### config.mk
export PLATFORM = sky130hd
export DESIGN_NAME = adc_byte_reader
export DESIGN_NICKNAME = d
export VERILOG_FILES = /design/src/rtl/adc_rd_pkg.sv /design/src/rtl/adc_sclk_gen.sv /design/src/rtl/adc_shift_rx.sv /design/src/rtl/adc_cfg_check.sv /design/src/rtl/adc_byte_reader.sv
export SDC_FILE = /design/constraint.sdc
export NUM_CORES = 1
export LEC_CHECK = 0
export BUFFER_PORTS_ARGS = -buffer_cell sky130_fd_sc_hd__buf_4
export CORE_AREA = 2 2 78 80
export CTS_CLUSTER_SIZE = 8
export DETAILED_ROUTE_END_ITERATION = 6
export DIE_AREA = 0 0 80 82
export PLACE_DENSITY = 0.73
export SKIP_CTS_REPAIR_TIMING = 1
export SLEW_MARGIN = 20
export SYNTH_ARGS = -nofsm -noshare
export SYNTH_HDL_FRONTEND = slang
export SYNTH_HIERARCHICAL = 1
export SYNTH_SLANG_ARGS = --single-unit
### constraint.sdc
create_clock -name clk -period 2.6 [get_ports clk]
set_input_delay 0.52 -clock clk [delete_from_list [all_inputs] [get_ports clk]]
set_output_delay 0.52 -clock clk [all_outputs]
set_load 0.01 [all_outputs]
### src/rtl/adc_rd_pkg.sv
`timescale 1ns/1ps
package adc_rd_pkg;

  typedef enum logic [1:0] {
    ST_IDLE  = 2'd0,
    ST_SETUP = 2'd1,
    ST_XFER  = 2'd2,
    ST_HOLD  = 2'd3
  } rd_state_t;

  localparam int FRAME_BITS = 16;

  // raw[15] is the first bit received, raw[0] the last
  function automatic logic [11:0] rebuild(input logic [15:0] raw);
    logic [7:0] hi;
    logic [7:0] lo;
    logic [7:0] hi_fix;
    logic [7:0] lo_fix;
    hi = raw[15:8];
    lo = raw[7:0];
    lo_fix = {hi[0], lo[7:1]};   // drop the repeated bit, pull bit 7 down
    hi_fix = {1'b0, hi[7:1]};
    return {hi_fix[3:0], lo_fix};
  endfunction

  function automatic logic null_bit(input logic [15:0] raw);
    return raw[13];
  endfunction

endpackage

### src/rtl/adc_sclk_gen.sv
`timescale 1ns/1ps
module adc_sclk_gen #(
  parameter int DIV_HALF = 64
) (
  input  logic clk,
  input  logic rst_n,
  input  logic run,
  output logic sclk,
  output logic rise_evt,
  output logic fall_evt
);
  localparam int CW = $clog2(DIV_HALF + 1);
  localparam logic [CW-1:0] LAST = CW'(DIV_HALF - 1);

  logic [CW-1:0] cnt;
  logic          wrap;

  assign wrap     = run && (cnt == LAST);
  assign rise_evt = wrap && !sclk;
  assign fall_evt = wrap && sclk;

  always_ff @(posedge clk or negedge rst_n) begin
    if (!rst_n) begin
      cnt  <= '0;
      sclk <= 1'b0;
    end else if (!run) begin
      cnt  <= '0;
      sclk <= 1'b0;
    end else if (wrap) begin
      cnt  <= '0;
      sclk <= ~sclk;
    end else begin
      cnt <= cnt + 1'b1;
    end
  end
endmodule

### src/rtl/adc_shift_rx.sv
`timescale 1ns/1ps
module adc_shift_rx #(
  parameter int NBITS = 16
) (
  input  logic                       clk,
  input  logic                       rst_n,
  input  logic                       clear,
  input  logic                       sample,
  input  logic                       din,
  output logic [NBITS-1:0]           raw,
  output logic [$clog2(NBITS+1)-1:0] count
);
  always_ff @(posedge clk or negedge rst_n) begin
    if (!rst_n) begin
      raw   <= '0;
      count <= '0;
    end else if (clear) begin
      raw   <= '0;
      count <= '0;
    end else if (sample) begin
      raw   <= {raw[NBITS-2:0], din};
      count <= count + 1'b1;
    end
  end
endmodule

### src/rtl/adc_cfg_check.sv
`timescale 1ns/1ps
module adc_cfg_check #(
  parameter int DIV_HALF = 64,
  parameter int CS_SETUP = 20,
  parameter int CS_IDLE  = 125,
  parameter int SYS_NS   = 5
) (
  output logic cfg_err
);
  localparam longint HALF_NS  = longint'(DIV_HALF) * SYS_NS;
  localparam longint SETUP_NS = longint'(CS_SETUP) * SYS_NS;
  localparam longint IDLE_NS  = longint'(CS_IDLE) * SYS_NS;
  localparam longint CONV_NS  = 64'd13 * 2 * HALF_NS;
  localparam bit BAD_HALF  = HALF_NS < 312;
  localparam bit BAD_SETUP = SETUP_NS < 100;
  localparam bit BAD_IDLE  = IDLE_NS < 625;
  localparam bit BAD_CONV  = CONV_NS > 1200000;

  assign cfg_err = BAD_HALF | BAD_SETUP | BAD_IDLE | BAD_CONV;
endmodule

### src/rtl/adc_byte_reader.sv
`timescale 1ns/1ps
module adc_byte_reader
  import adc_rd_pkg::*;
#(
  parameter int DIV_HALF = 64,
  parameter int CS_SETUP = 20,
  parameter int CS_IDLE  = 125,
  parameter int HOLD_CYC = 4,
  parameter int SYS_NS   = 5
) (
  input  logic        clk,
  input  logic        rst_n,
  input  logic        start,
  input  logic        miso,
  output logic        sclk,
  output logic        cs_n,
  output logic        done,
  output logic [11:0] result,
  output logic        null_err,
  output logic        cfg_err
);
  localparam int TMAX = (CS_SETUP > HOLD_CYC) ? CS_SETUP : HOLD_CYC;
  localparam int TW   = $clog2(TMAX + 1);
  localparam int IW   = $clog2(CS_IDLE + 1);
  localparam int NW   = $clog2(FRAME_BITS + 1);

  rd_state_t        state;
  logic [TW-1:0]    tmr;
  logic [IW-1:0]    idle_cnt;
  logic             run;
  logic             rise_evt;
  logic             fall_evt;
  logic             busy;
  logic             ready;
  logic             frame_end;
  logic [15:0]      rx_raw;
  logic [NW-1:0]    rx_cnt;

  assign run       = (state == ST_XFER);
  assign busy      = (state != ST_IDLE);
  assign ready     = !busy && (idle_cnt == IW'(CS_IDLE));
  assign frame_end = run && fall_evt && (rx_cnt == NW'(FRAME_BITS));

  adc_sclk_gen #(.DIV_HALF(DIV_HALF)) u_gen (
    .clk      (clk),
    .rst_n    (rst_n),
    .run      (run),
    .sclk     (sclk),
    .rise_evt (rise_evt),
    .fall_evt (fall_evt)
  );

  adc_shift_rx #(.NBITS(FRAME_BITS)) u_rx (
    .clk    (clk),
    .rst_n  (rst_n),
    .clear  (state == ST_SETUP),
    .sample (rise_evt),
    .din    (miso),
    .raw    (rx_raw),
    .count  (rx_cnt)
  );

  adc_cfg_check #(
    .DIV_HALF (DIV_HALF),
    .CS_SETUP (CS_SETUP),
    .CS_IDLE  (CS_IDLE),
    .SYS_NS   (SYS_NS)
  ) u_cfg (
    .cfg_err (cfg_err)
  );

  always_ff @(posedge clk or negedge rst_n) begin
    if (!rst_n) begin
      state    <= ST_IDLE;
      cs_n     <= 1'b1;
      tmr      <= '0;
      idle_cnt <= '0;
      done     <= 1'b0;
      result   <= '0;
      null_err <= 1'b0;
    end else begin
      done <= 1'b0;
      unique case (state)
        ST_IDLE: begin
          if (idle_cnt != IW'(CS_IDLE)) idle_cnt <= idle_cnt + 1'b1;
          if (start && ready) begin
            cs_n  <= 1'b0;
            tmr   <= '0;
            state <= ST_SETUP;
          end
        end
        ST_SETUP: begin
          if (tmr == TW'(CS_SETUP - 1)) begin
            tmr   <= '0;
            state <= ST_XFER;
          end else begin
            tmr <= tmr + 1'b1;
          end
        end
        ST_XFER: begin
          if (frame_end) begin
            tmr   <= '0;
            state <= ST_HOLD;
          end
        end
        ST_HOLD: begin
          if (tmr == TW'(HOLD_CYC - 1)) begin
            cs_n     <= 1'b1;
            done     <= 1'b1;
            result   <= rebuild(rx_raw);
            null_err <= null_bit(rx_raw);
            idle_cnt <= '0;
            state    <= ST_IDLE;
          end else begin
            tmr <= tmr + 1'b1;
          end
        end
        default: state <= ST_IDLE;
      endcase
    end
  end
endmodule

== Yosys cells after proc, flatten, opt, wreduce, memory -nomap -nowiden ==
Cells that the tools add are included.
Word-level totals
  flip-flop bits (word level): 56
  input port bits: 4
  output and inout bits: 17
  logic and storage cells: 76
Cells by class
  add/sub/neg operators: 4
  equal/unequal tests: 16
  muxes and demuxes: 26
  bitwise operators: 1
  reduce and logical (&&, ||, !) cells: 18
Operators by type and width (count)
  5-bit 2-to-1 mux: 6
  14-bit 2-to-1 mux: 2
  7-bit 2-to-1 mux: 4
  5-bit case mux with 4 select lines: 1
  7-bit by 1-bit adder with 7-bit output, second input constant: 2
  7-bit case mux with 2 select lines: 1
  5-bit by 1-bit adder with 5-bit output, second input constant: 2
  5-bit == test, second input constant: 2
  2-bit != test, second input constant: 5
  3-bit AND reduction: 3
  2-bit 2-to-1 mux: 4
  2-bit case mux with 4 select lines: 1
  7-bit by 6-bit == test with 1-bit output, second input constant: 1
  7-bit == test, second input constant: 1
  1-bit logical AND: 7
  7-bit != test, second input constant: 1
  1-bit 2-to-1 mux: 6
  2-bit nonzero test: 3
  5-bit by 2-bit == test with 1-bit output, second input constant: 1
  2-bit == test, second input constant: 2
  2-bit by 1-bit != test with 1-bit output, second input constant: 2
  4-bit AND reduction: 1
  2-bit by 1-bit == test with 1-bit output, second input constant: 1
  1-bit logical NOT: 2
  4 further kinds: 4

== Logic depth before layout (Yosys ltp) ==
Gate-level depths: netlist (run 1).
  word-level depth: 7
  mapped depth: 8
  depth with buffers taken out: 8

== Modules after synthesis ==
Netlist (run 1), hierarchy kept.
Modules (own cells, without submodules)
  adc_byte_reader: instances 1, cells each 151, area an instance 1492.7 sq um, seq. area each 726.9 sq um
  adc_shift_rx: instances 1, cells each 74, area an instance 917.1 sq um, seq. area each 525.5 sq um
  adc_sclk_gen: instances 1, cells each 33, area an instance 377.9 sq um, seq. area each 200.2 sq um
  adc_cfg_check: instances 1, cells each 2, area an instance 11.3 sq um, seq. area each 0.0 sq um

== Least setup slack after synthesis (run 1) ==
Ideal clock, no wire load.
  path kind: register -> register
  start point: register u_gen.cnt[0]
  end point: register state[1]
  library setup time: 0.125 ns
  data arrival time: 2.103 ns
  data required time: 2.475 ns
  path slack: 0.372 ns
  cell stages (with the launch flop): 9
  path buffers: 0
  period minus slack after synthesis: 2.228 ns
  path through: dfrtp_1 ha_1 nand3_2 nor2_1 and3_1 or4b_4 o21ai_4 o211a_4 mux2_4
On the way
  word-level cells in the longest chain between the ends: 7
RTL lines
  from (decl): RTL line adc_sclk_gen.sv:15  | logic [CW-1:0] cnt;
  from (signal assigned): RTL line adc_sclk_gen.sv:33  | cnt <= cnt + 1'b1;
  7-bit by 6-bit == test with 1-bit output: RTL line adc_sclk_gen.sv:18  | assign wrap = run && (cnt == LAST);
  1-bit logical AND: RTL line adc_sclk_gen.sv:18
  1-bit logical AND: RTL line adc_sclk_gen.sv:20  | assign fall_evt = wrap && sclk;
  via fall_evt: RTL line adc_byte_reader.sv:32  | logic fall_evt;
  1-bit logical AND (2 in series): RTL line adc_byte_reader.sv:42  | assign frame_end = run && fall_evt && (rx_cnt == NW'(FRAME_BITS));
  2-bit by 1-bit != test with 1-bit output (no source line)
  4-bit AND reduction (no source line)
  to (signal assigned): RTL line adc_byte_reader.sv:74  | state <= ST_IDLE;
  to (signal assigned): RTL line adc_byte_reader.sv:89  | state <= ST_SETUP;
  to (signal assigned): RTL line adc_byte_reader.sv:95  | state <= ST_XFER;
  to (decl): RTL line adc_byte_reader.sv:27  | rd_state_t state;
The timed path passes the listed nets, and every way through them passes these cells.
A chain may end at the register's enable or synchronous reset.

== Worst setup path in the final report (run 1) ==
Ends and elaborated chain as after synthesis.

==> flow_metrics.py, run 1 <==
metrics = {
    "synthesis": {
        "netlist_instances": 254,
        "syn_area_mm2": 0.00272,
        "synthesis.nets": 268,
        "syn_avg_cell_area_um2": 10.7,
        "ys_warn_count": 6,
    },
    "clock_tree": {
        "clk_pin_slew_worst_paths_ns": 0.10,
        "clkLatencyLatePin_ns": 0.32,
        "cts.sinks": 56,
        "cts-root-buf": "clkbuf_8",
        "cts_made_buffers": 5,
        "cts.path.max_buffers": 2,
        "cts-htree-levels": 2,
        "tritoncts": "built",
    },
    "route": {
        "routedWlPerCell_um": 12.7,
        "routed_wl_um": 4470,
        "vias": 1792,
        "firstDrtPassIters": 5,
        "drc_errors": 0,
        "drtIter0Drc": 121,
        "vias_per_cell": 5.11,
        "drtAntennaViolNets": 0,
    },
    "cells_and_area": {
        "fin_cells": 351,
        "n_antenna_cell": 0,
        "synthToLayoutAreaGrowth_pct": 10.6,
        "final_layout_size_suffix_gt1_frac": 0.167,
        "final_common_cell": "dfrtp_1",
        "final_cell_mix": "55 x dfrtp_1, 46 x nand2_1, 30 x nor2_1, 23 x buf_4, 18 x mux2i_1",
        "final_area_mm2": 0.00301,
        "fin_nets": 289,
    },
    "worst_hold_path": {
        "hold_path_class": "in -> async",
    },
    "floorplan": {
        "start_util": 0.474,
        "num_rows": 28,
        "coreArea_mm2": 0.00575,
        "dieArea_mm2": 0.00656,
        "dieHeight_um": 82,
        "die_w_um": 80,
        "pin_count": 21,
    },
    "placed_design": {
        "place_ws_ns": 0.230,
        "place_area_mm2": 0.00292,
        "dp_cells": 343,
        "dp_hpwl_um": 3050,
        "gp_congestion": 0.740,
        "port_buffers": 19,
    },
    "sta": {
        "skew_ns": 0.00775,
        "drv_slew": 0,
        "max_freq_ghz": 0.420,
        "rsz0062_at_grt": "no",
        "period_needed_ns": 2.38,
        "slew_headroom": 0.535,
        "hold_viol": 0,
        "fin_crit_sh": 0.917,
        "final.setup.tns_ns": 0,
        "worst_slack_ns": 0.216,
        "worstMarginPinSlew_ns": 0.698,
        "setup_violations": 0,
    },
    "worst_setup_path": {
        "cp-start-kind": "register",
        "cp-end-kind": "register",
        "timing.critical_path.fanout_max": 6,
        "worstPathArrival_ns": 2.59,
        "worstPathRequired_ns": 2.81,
        "criticalPathCategory": "reg -> reg",
    },
    "pwr": {
        "p_per_area_mw_per_mm2": 461,
        "leakage_nw": 1.43,
        "irDropWorstVdd_mv": 0.302,
        "power_w": 0.00139,
    },
    "global_routing": {
        "grt_max_degree": 57,
        "overflow": 0,
        "antenna_found_initial": 0,
        "grt_pass1_vias": 1789,
        "grt_usage": 0.158,
        "grt_pass1_wl_um": 8050,
    },
    "run_status": {
        "status": "finished, final reports clean",
    },
    "run": {
        "cap_violations": 0,
    },
}
==> cell type report <==
class	count	area [um2]
Sequential cell	56	1400
Timing Repair Buffer	23	173
Clock inverter	3	25.0
Clock buffer	5	68.8
Fill cell	541	2740
Tap cell	75	93.8
Inverter	8	30.0
Multi-Input combinational cell	181	1220
==> flip-flops by register name, summed over array words and instances, names as in the netlist <==
register	flops
u_rx/raw	14
result	12
idle_cnt	7
u_gen/cnt	7
tmr	5
u_rx/count	5
state	2
cs_n	1
done	1
null_err	1
u_gen/sclk	1
==> worst max-delay path: stages (launching register included) <==
cell and delay [ns]:
dfrtp_1 0.39, ha_1 0.22, nand3_2 0.16, nor2_1 0.18
and3_1 0.16, or4b_4 0.47, o21ai_4 0.22, o211a_4 0.20
mux2_4 0.29
==> layer usage <==
metal,wire [um],up-vias,global-route usage
met3,107,7,0.0286
met2,2140,17,0.256
li1,-,901,-
met5,0,-,0
met1,2130,867,0.203
met4,91,0,0.0847
==> worst paths after layout <==
check                             start            end  slack (ns)  depth (start not counted)
max                        u_gen/cnt[0]       state[1]        0.22                          8
min                               rst_n   u_gen/cnt[3]        0.24                          1
max reg2reg                u_gen/cnt[0]       state[1]        0.22                          8
min reg2reg                u_rx/raw[13]       null_err        0.47                          2
max in group asynchronous         rst_n  u_rx/count[4]        1.90                          1
min in group clk                   miso    u_rx/raw[0]        0.45                          3
==> report_power, final <==
part | switching (W) | internal (W)
logic | 0.0000171 | 0.00000284
registers | 0 | 0.000870
clock network | 0.000302 | 0.000197
==> through the flow <==
step	hold WS, ns	utilization
6_report	0.245	0.524
4_1_cts	0.268	0.524
2_1_floorplan	0.224	-
3_5_place_dp	0.455	0.508
3_3_place_gp	0.451	0.508
5_1_grt	0.291	0.524
No activity file was read; power rests on OpenSTA's default activity.
==> inputs of run 2 (changes only) <==
--- a/config.mk
+++ b/config.mk
@@ -6,14 +6,13 @@
 export NUM_CORES = 1
 export LEC_CHECK = 0
 export BUFFER_PORTS_ARGS = -buffer_cell sky130_fd_sc_hd__buf_4
-export CORE_AREA = 2 2 78 80
+export CORE_AREA = 2 2 76 78
 export CTS_CLUSTER_SIZE = 8
 export DETAILED_ROUTE_END_ITERATION = 6
-export DIE_AREA = 0 0 80 82
+export DIE_AREA = 0 0 78 80
 export PLACE_DENSITY = 0.73
 export SKIP_CTS_REPAIR_TIMING = 1
 export SLEW_MARGIN = 20
 export SYNTH_ARGS = -nofsm -noshare
 export SYNTH_HDL_FRONTEND = slang
-export SYNTH_HIERARCHICAL = 1
 export SYNTH_SLANG_ARGS = --single-unit
==> flow_metrics.py, run 2 <==
metrics = {
    "synthesis": {
        "synth.most_common_cell": "dfrtp_1",
        "synth_xor_xnor_area_share": 0.0429,
        "ys_ff_latch": 56,
        "synth_compound_gate_area_share": 0.0551,
        "synth_top_cell_area_share": 0.518,
        "synthAdderAreaFrac": 0.0518,
        "netlist_instances": 260,
        "synth_top_area_cell": "dfrtp_1",
        "synth_top_family_by_area": "simple AND/OR/NAND/NOR gates",
        "syn_area_mm2": 0.00266,
        "async_flop_share": 1.00,
        "synthesis.nets": 275,
        "syn_avg_cell_area_um2": 10.2,
        "ys_types": 43,
        "synth_area_leaders": "dfrtp_1 52%, nand2_1 7.1%, mux2i_1 6.0%",
        "ys_warn_count": 0,
        "netlist_top_cells_count": "55 x dfrtp_1, 50 x nand2_1, 36 x nor2_1, 16 x mux2i_1, 11 x ha_1",
        "synthMuxAreaShare": 0.0645,
        "synth_top_flop_cell": "dfrtp_1",
        "synth-simple-area-share": 0.228,
        "synth_edf_count": 0,
        "yosysSeqAreaShare": 0.528,
    },
    "worst_setup_path": {
        "worstPathRequired_ns": 2.80,
        "slowest_stage": "a21oi_1",
        "cpPeakStageDelay_ns": 0.47,
        "worstPathArrival_ns": 2.30,
        "crit_chain": "ha_1, nor3b_2, nand3_2, a21oi_1, nand3b_1, o21ai_0",
        "cp-end-kind": "register",
        "cp-start-kind": "register",
        "cp_num_buf_inv": 0,
        "criticalPathCategory": "reg -> reg",
        "cp_top_family": "simple AND/OR/NAND/NOR gates",
        "timing.critical_path.fanout_max": 17,
    },
    "floorplan": {
        "pin_count": 21,
        "start_util": 0.491,
        "coreArea_mm2": 0.00541,
        "num_rows": 27,
        "dieHeight_um": 80,
        "die_w_um": 78,
        "dieArea_mm2": 0.00624,
    },
    "clock_tree": {
        "cts-root-buf": "clkbuf_8",
        "clkLatencyLatePin_ns": 0.31,
        "cts.sinks": 56,
        "cts_made_buffers": 5,
        "clk_pin_slew_worst_paths_ns": 0.11,
        "cts-htree-levels": 2,
        "tritoncts": "built",
        "cts.path.max_buffers": 2,
    },
    "global_routing": {
        "antenna_found_initial": 0,
        "use_met3": 0.0351,
        "grt_usage": 0.165,
        "grt_pass1_vias": 1831,
        "grt_pass1_wl_um": 8230,
        "overflow": 0,
        "met1_usage": 0.216,
        "grt_max_degree": 57,
        "grt-busiest-layer": "met2",
        "use_met2": 0.281,
    },
    "sta": {
        "final.setup.tns_ns": 0,
        "slew_headroom": 0.537,
        "worst_slack_ns": 0.500,
        "drv_slew": 0,
        "skew_ns": 0.00745,
        "worstMarginPinSlew_ns": 0.695,
        "max_freq_ghz": 0.476,
        "rsz0062_at_grt": "no",
        "hold_viol": 0,
        "fin_crit_sh": 0.808,
        "setup_violations": 0,
        "period_needed_ns": 2.10,
    },
    "cells_and_area": {
        "synthToLayoutAreaGrowth_pct": 11.5,
        "n_fill_cell": 472,
        "final_cell_mix": "55 x dfrtp_1, 50 x nand2_1, 36 x nor2_1, 21 x buf_4, 16 x mux2i_1",
        "largest-register": "u_rx.raw",
        "largest_reg_flops": 14,
        "post-route-util": 0.548,
        "fin_cells": 354,
        "final_common_cell": "dfrtp_1",
        "fin_nets": 296,
        "reg.largest.list": "u_rx.raw: 14 flops, result: 12 flops",
        "n_antenna_cell": 0,
        "final_layout_size_suffix_gt1_frac": 0.149,
    },
    "route": {
        "vias_per_cell": 5.08,
        "routedWlPerCell_um": 13.1,
        "drc_errors": 0,
        "drtIter0Drc": 98,
        "drtAntennaViolNets": 0,
        "routed_wl_um": 4640,
        "firstDrtPassIters": 4,
        "vias": 1799,
    },
    "run_status": {
        "status": "finished, final reports clean",
    },
    "pwr": {
        "p_sw_w": 0.000326,
        "power_frac_clock": 0.363,
        "internal_power_w": 0.00107,
        "leakage_nw": 1.44,
        "power_frac_seq": 0.622,
        "irDropWorstVdd_mv": 0.418,
        "p_per_area_mw_per_mm2": 472,
        "swShare": 0.233,
        "comb_power_share": 0.014,
    },
    "placed_design": {
        "port_buffers": 19,
        "gp_congestion": 0.730,
        "dp_hpwl_um": 3180,
        "place_ws_ns": 0.491,
        "dp_cells": 346,
    },
    "run": {
        "cap_violations": 0,
    },
    "worst_hold_path": {
        "hold_path_class": "in -> async",
    },
}
[run 2: cell count changes in the layout (fill, tap and decap cells not counted), moves of 4 or more]
cell       delta
nand3_1       +7
nor2_1        +6
o2111ai_1     -5
xnor2_1       +5
nand2_1       +4
nor3_1        +4
o21ai_0       +4
[run 2: worst reg2reg max path, delay by kind of cell (launching register included)]
family          cells  cell delay [ns]
simple gates        3             0.81
fa+ha+maj           1             0.24
flops               1             0.40
compound gates      2             0.56
[run 2: worst paths after layout]
| check | start | end | slack [ns] | depth (start not counted) |
|---|---|---|---|---|
| worst max-delay path | tmr[0] | idle_cnt[0] | 0.50 | 6 |
| worst min-delay path | rst_n | idle_cnt[2] | 0.24 | 1 |
| worst max register to register | tmr[0] | idle_cnt[0] | 0.50 | 6 |
| worst min register to register | u_gen.cnt[0] | u_gen.cnt[0] | 0.48 | 1 |
| max in group asynchronous | rst_n | result[10] | 1.90 | 1 |
| min in group clk | miso | u_rx.raw[0] | 0.46 | 3 |
[run 2: area by class of cell]
| cell class | instances | area [um2] | area share |
|---|---|---|---|
| clock buffer | 5 | 68.8 | 0.0232 |
| timing repair buffer | 21 | 158 | 0.0532 |
| clock inverter | 3 | 26.3 | 0.00887 |
| tap | 72 | 90.1 | 0.0304 |
| sequential | 56 | 1400 | 0.473 |
| inverter | 9 | 33.8 | 0.0114 |
| multi-input combinational | 188 | 1180 | 0.399 |
[run 2: routing by layer]
metal / up-vias / part of all wire
li1: 900 / -
met1: 865 / 0.48
met2: 28 / 0.47
met3: 6 / 0.034
met4: 0 / 0.0093
met5: - / 0
[run 2: logic make-up after synthesis]
group | Yosys count
AO/OA/AOI/OAI | 21
other | 1
flip-flops | 56
adder cells (fa/ha/maj) | 11
multiplexers | 17
buffers and inverters | 16
XOR/XNOR | 13
AND/OR/NAND/NOR | 125
[run 2: power groups by stage]
stage,Clock [W],Sequential (W),Combinational (W)
after detailed placement,0,0.000887,0.0000219
after floorplan,0,0.000888,0.00000178
after global routing,0.000546,0.000871,0.0000243
after CTS,0.000516,0.000871,0.0000217
after global placement,0,0.000887,0.0000218
final,0.000508,0.000870,0.0000200
[run 2: through the flow]
step	hold slack (ns)	total power (W)	cell area (um2)
after CTS	0.273	0.00141	2960
after global placement	0.453	0.000909	2870
after detailed placement	0.456	0.000909	2870
final	0.240	0.00140	2960
after floorplan	0.224	0.000889	2660
after global routing	0.305	0.00144	2960
==> inputs of run 3 (changes only) <==
==> constraint.sdc (replaced) <==
create_clock -name clk -period 2.1 [get_ports clk]
set_input_delay 0.42 -clock clk [delete_from_list [all_inputs] [get_ports clk]]
set_output_delay 0.42 -clock clk [all_outputs]
set_load 0.01 [all_outputs]
==> flow_metrics.py, run 3 (synthesis results as in run 2) <==
metrics = {
    "route": {
        "firstDrtPassIters": 4,
        "drc_errors": 0,
        "vias_per_cell": 5.03,
        "vias": 1802,
        "routed_wl_um": 4620,
        "drtAntennaViolNets": 0,
        "drtIter0Drc": 56,
        "routedWlPerCell_um": 12.9,
    },
    "pwr": {
        "irDropWorstVdd_mv": 0.421,
        "p_per_area_mw_per_mm2": 571,
        "power_w": 0.00172,
        "leakage_nw": 1.46,
    },
    "cells_and_area": {
        "fin_nets": 300,
        "final_layout_size_suffix_gt1_frac": 0.164,
        "n_antenna_cell": 0,
        "largest_reg_flops": 14,
        "fin_cells": 358,
        "largest-register": "u_rx.raw",
        "final_cell_mix": "55 x dfrtp_1, 50 x nand2_1, 36 x nor2_1, 24 x buf_4, 16 x mux2i_1",
        "reg.largest.list": "u_rx.raw: 14 flops, result: 12 flops",
        "synthToLayoutAreaGrowth_pct": 13.4,
        "n_fill_cell": 494,
        "final_common_cell": "dfrtp_1",
    },
    "global_routing": {
        "overflow": 0,
        "grt_pass1_wl_um": 8080,
        "grt_usage": 0.163,
        "grt_max_degree": 57,
        "antenna_found_initial": 0,
        "grt_pass1_vias": 1803,
    },
    "sta": {
        "drv_slew": 0,
        "max_freq_ghz": 0.521,
        "fin_crit_sh": 0.915,
        "period_needed_ns": 1.92,
        "worstMarginPinSlew_ns": 0.703,
        "slew_headroom": 0.531,
        "final.setup.tns_ns": 0,
        "skew_ns": 0.0137,
        "worst_slack_ns": 0.179,
        "hold_viol": 0,
        "rsz0062_at_grt": "no",
        "setup_violations": 0,
        "fin_hold_ws_ns": 0.123,
    },
    "floorplan": {
        "dieArea_mm2": 0.00624,
        "start_util": 0.491,
        "coreArea_mm2": 0.00541,
        "die_w_um": 78,
        "num_rows": 27,
        "dieHeight_um": 80,
        "pin_count": 21,
    },
    "worst_setup_path": {
        "timing.critical_path.fanout_max": 7,
        "worstPathArrival_ns": 2.16,
        "criticalPathCategory": "reg -> reg",
        "worstPathRequired_ns": 2.34,
        "cp-start-kind": "register",
        "cp-end-kind": "register",
    },
    "run": {
        "cap_violations": 0,
    },
    "clock_tree": {
        "cts-htree-levels": 2,
        "tritoncts": "built",
        "clkLatencyLatePin_ns": 0.32,
        "cts.sinks": 56,
        "cts_made_buffers": 5,
        "cts.path.max_buffers": 2,
        "clk_pin_slew_worst_paths_ns": 0.11,
        "cts-root-buf": "clkbuf_8",
    },
    "placed_design": {
        "port_buffers": 19,
        "gp_congestion": 0.801,
        "dp_hpwl_um": 3190,
        "place_ws_ns": 0.124,
        "dp_cells": 350,
    },
    "worst_hold_path": {
        "hold_path_class": "in -> async",
    },
    "run_status": {
        "status": "finished, final reports clean",
    },
}
## run 3: power breakdown
part / internal, W / switching [W] / total, W
registers: 0.00108 / 0 / 0.00108
logic: 0.00000353 / 0.0000213 / 0.0000249
clock network: 0.000244 / 0.000372 / 0.000616
## run 3: final timing paths
check	from	slack, ns	depth (start not counted)	end
max	u_gen.cnt[0]	0.18	6	tmr[4]
min	rst_n	0.12	1	tmr[1]
max reg2reg	u_gen.cnt[0]	0.18	6	tmr[4]
min reg2reg	u_gen.cnt[0]	0.48	1	u_gen.cnt[0]
max in group asynchronous	rst_n	1.48	1	u_gen.cnt[6]
min in group clk	miso	0.36	3	u_rx.raw[0]
## run 3: worst max-delay path: stages (launching register included)
cell and delay (ns):
dfrtp_1 0.40, ha_1 0.24, nand4_2 0.21, nor4_4 0.31, o211ai_2 0.19, or2_4 0.29
o31ai_2 0.20
## run 3: layer usage
metal  global-route usage  up-vias  share of wire
met4               0.0526        0          0.013
met3               0.0351        7          0.029
met5                    0        -              0
met2                0.274       22           0.48
met1                0.210      860           0.47
li1                     -      913              -
## run 3: stage by stage
step / instance area (um2) / util
CTS: 3000 / 0.556
finish: 3010 / 0.557
floorplan: 2660 / -
detailed placement: 2910 / 0.538
global placement: 2910 / 0.538
global route: 3010 / 0.557
## run 3: final cells by class
cell class | instances | area [um2] | area share
Sequential cell | 56 | 1400 | 0.466
Multi-Input combinational cell | 188 | 1190 | 0.396
Timing Repair Buffer | 25 | 200 | 0.0664
Tap cell | 72 | 90.1 | 0.0299
Clock buffer | 5 | 68.8 | 0.0228
Inverter | 9 | 33.8 | 0.0112
Clock inverter | 3 | 25.0 | 0.00831
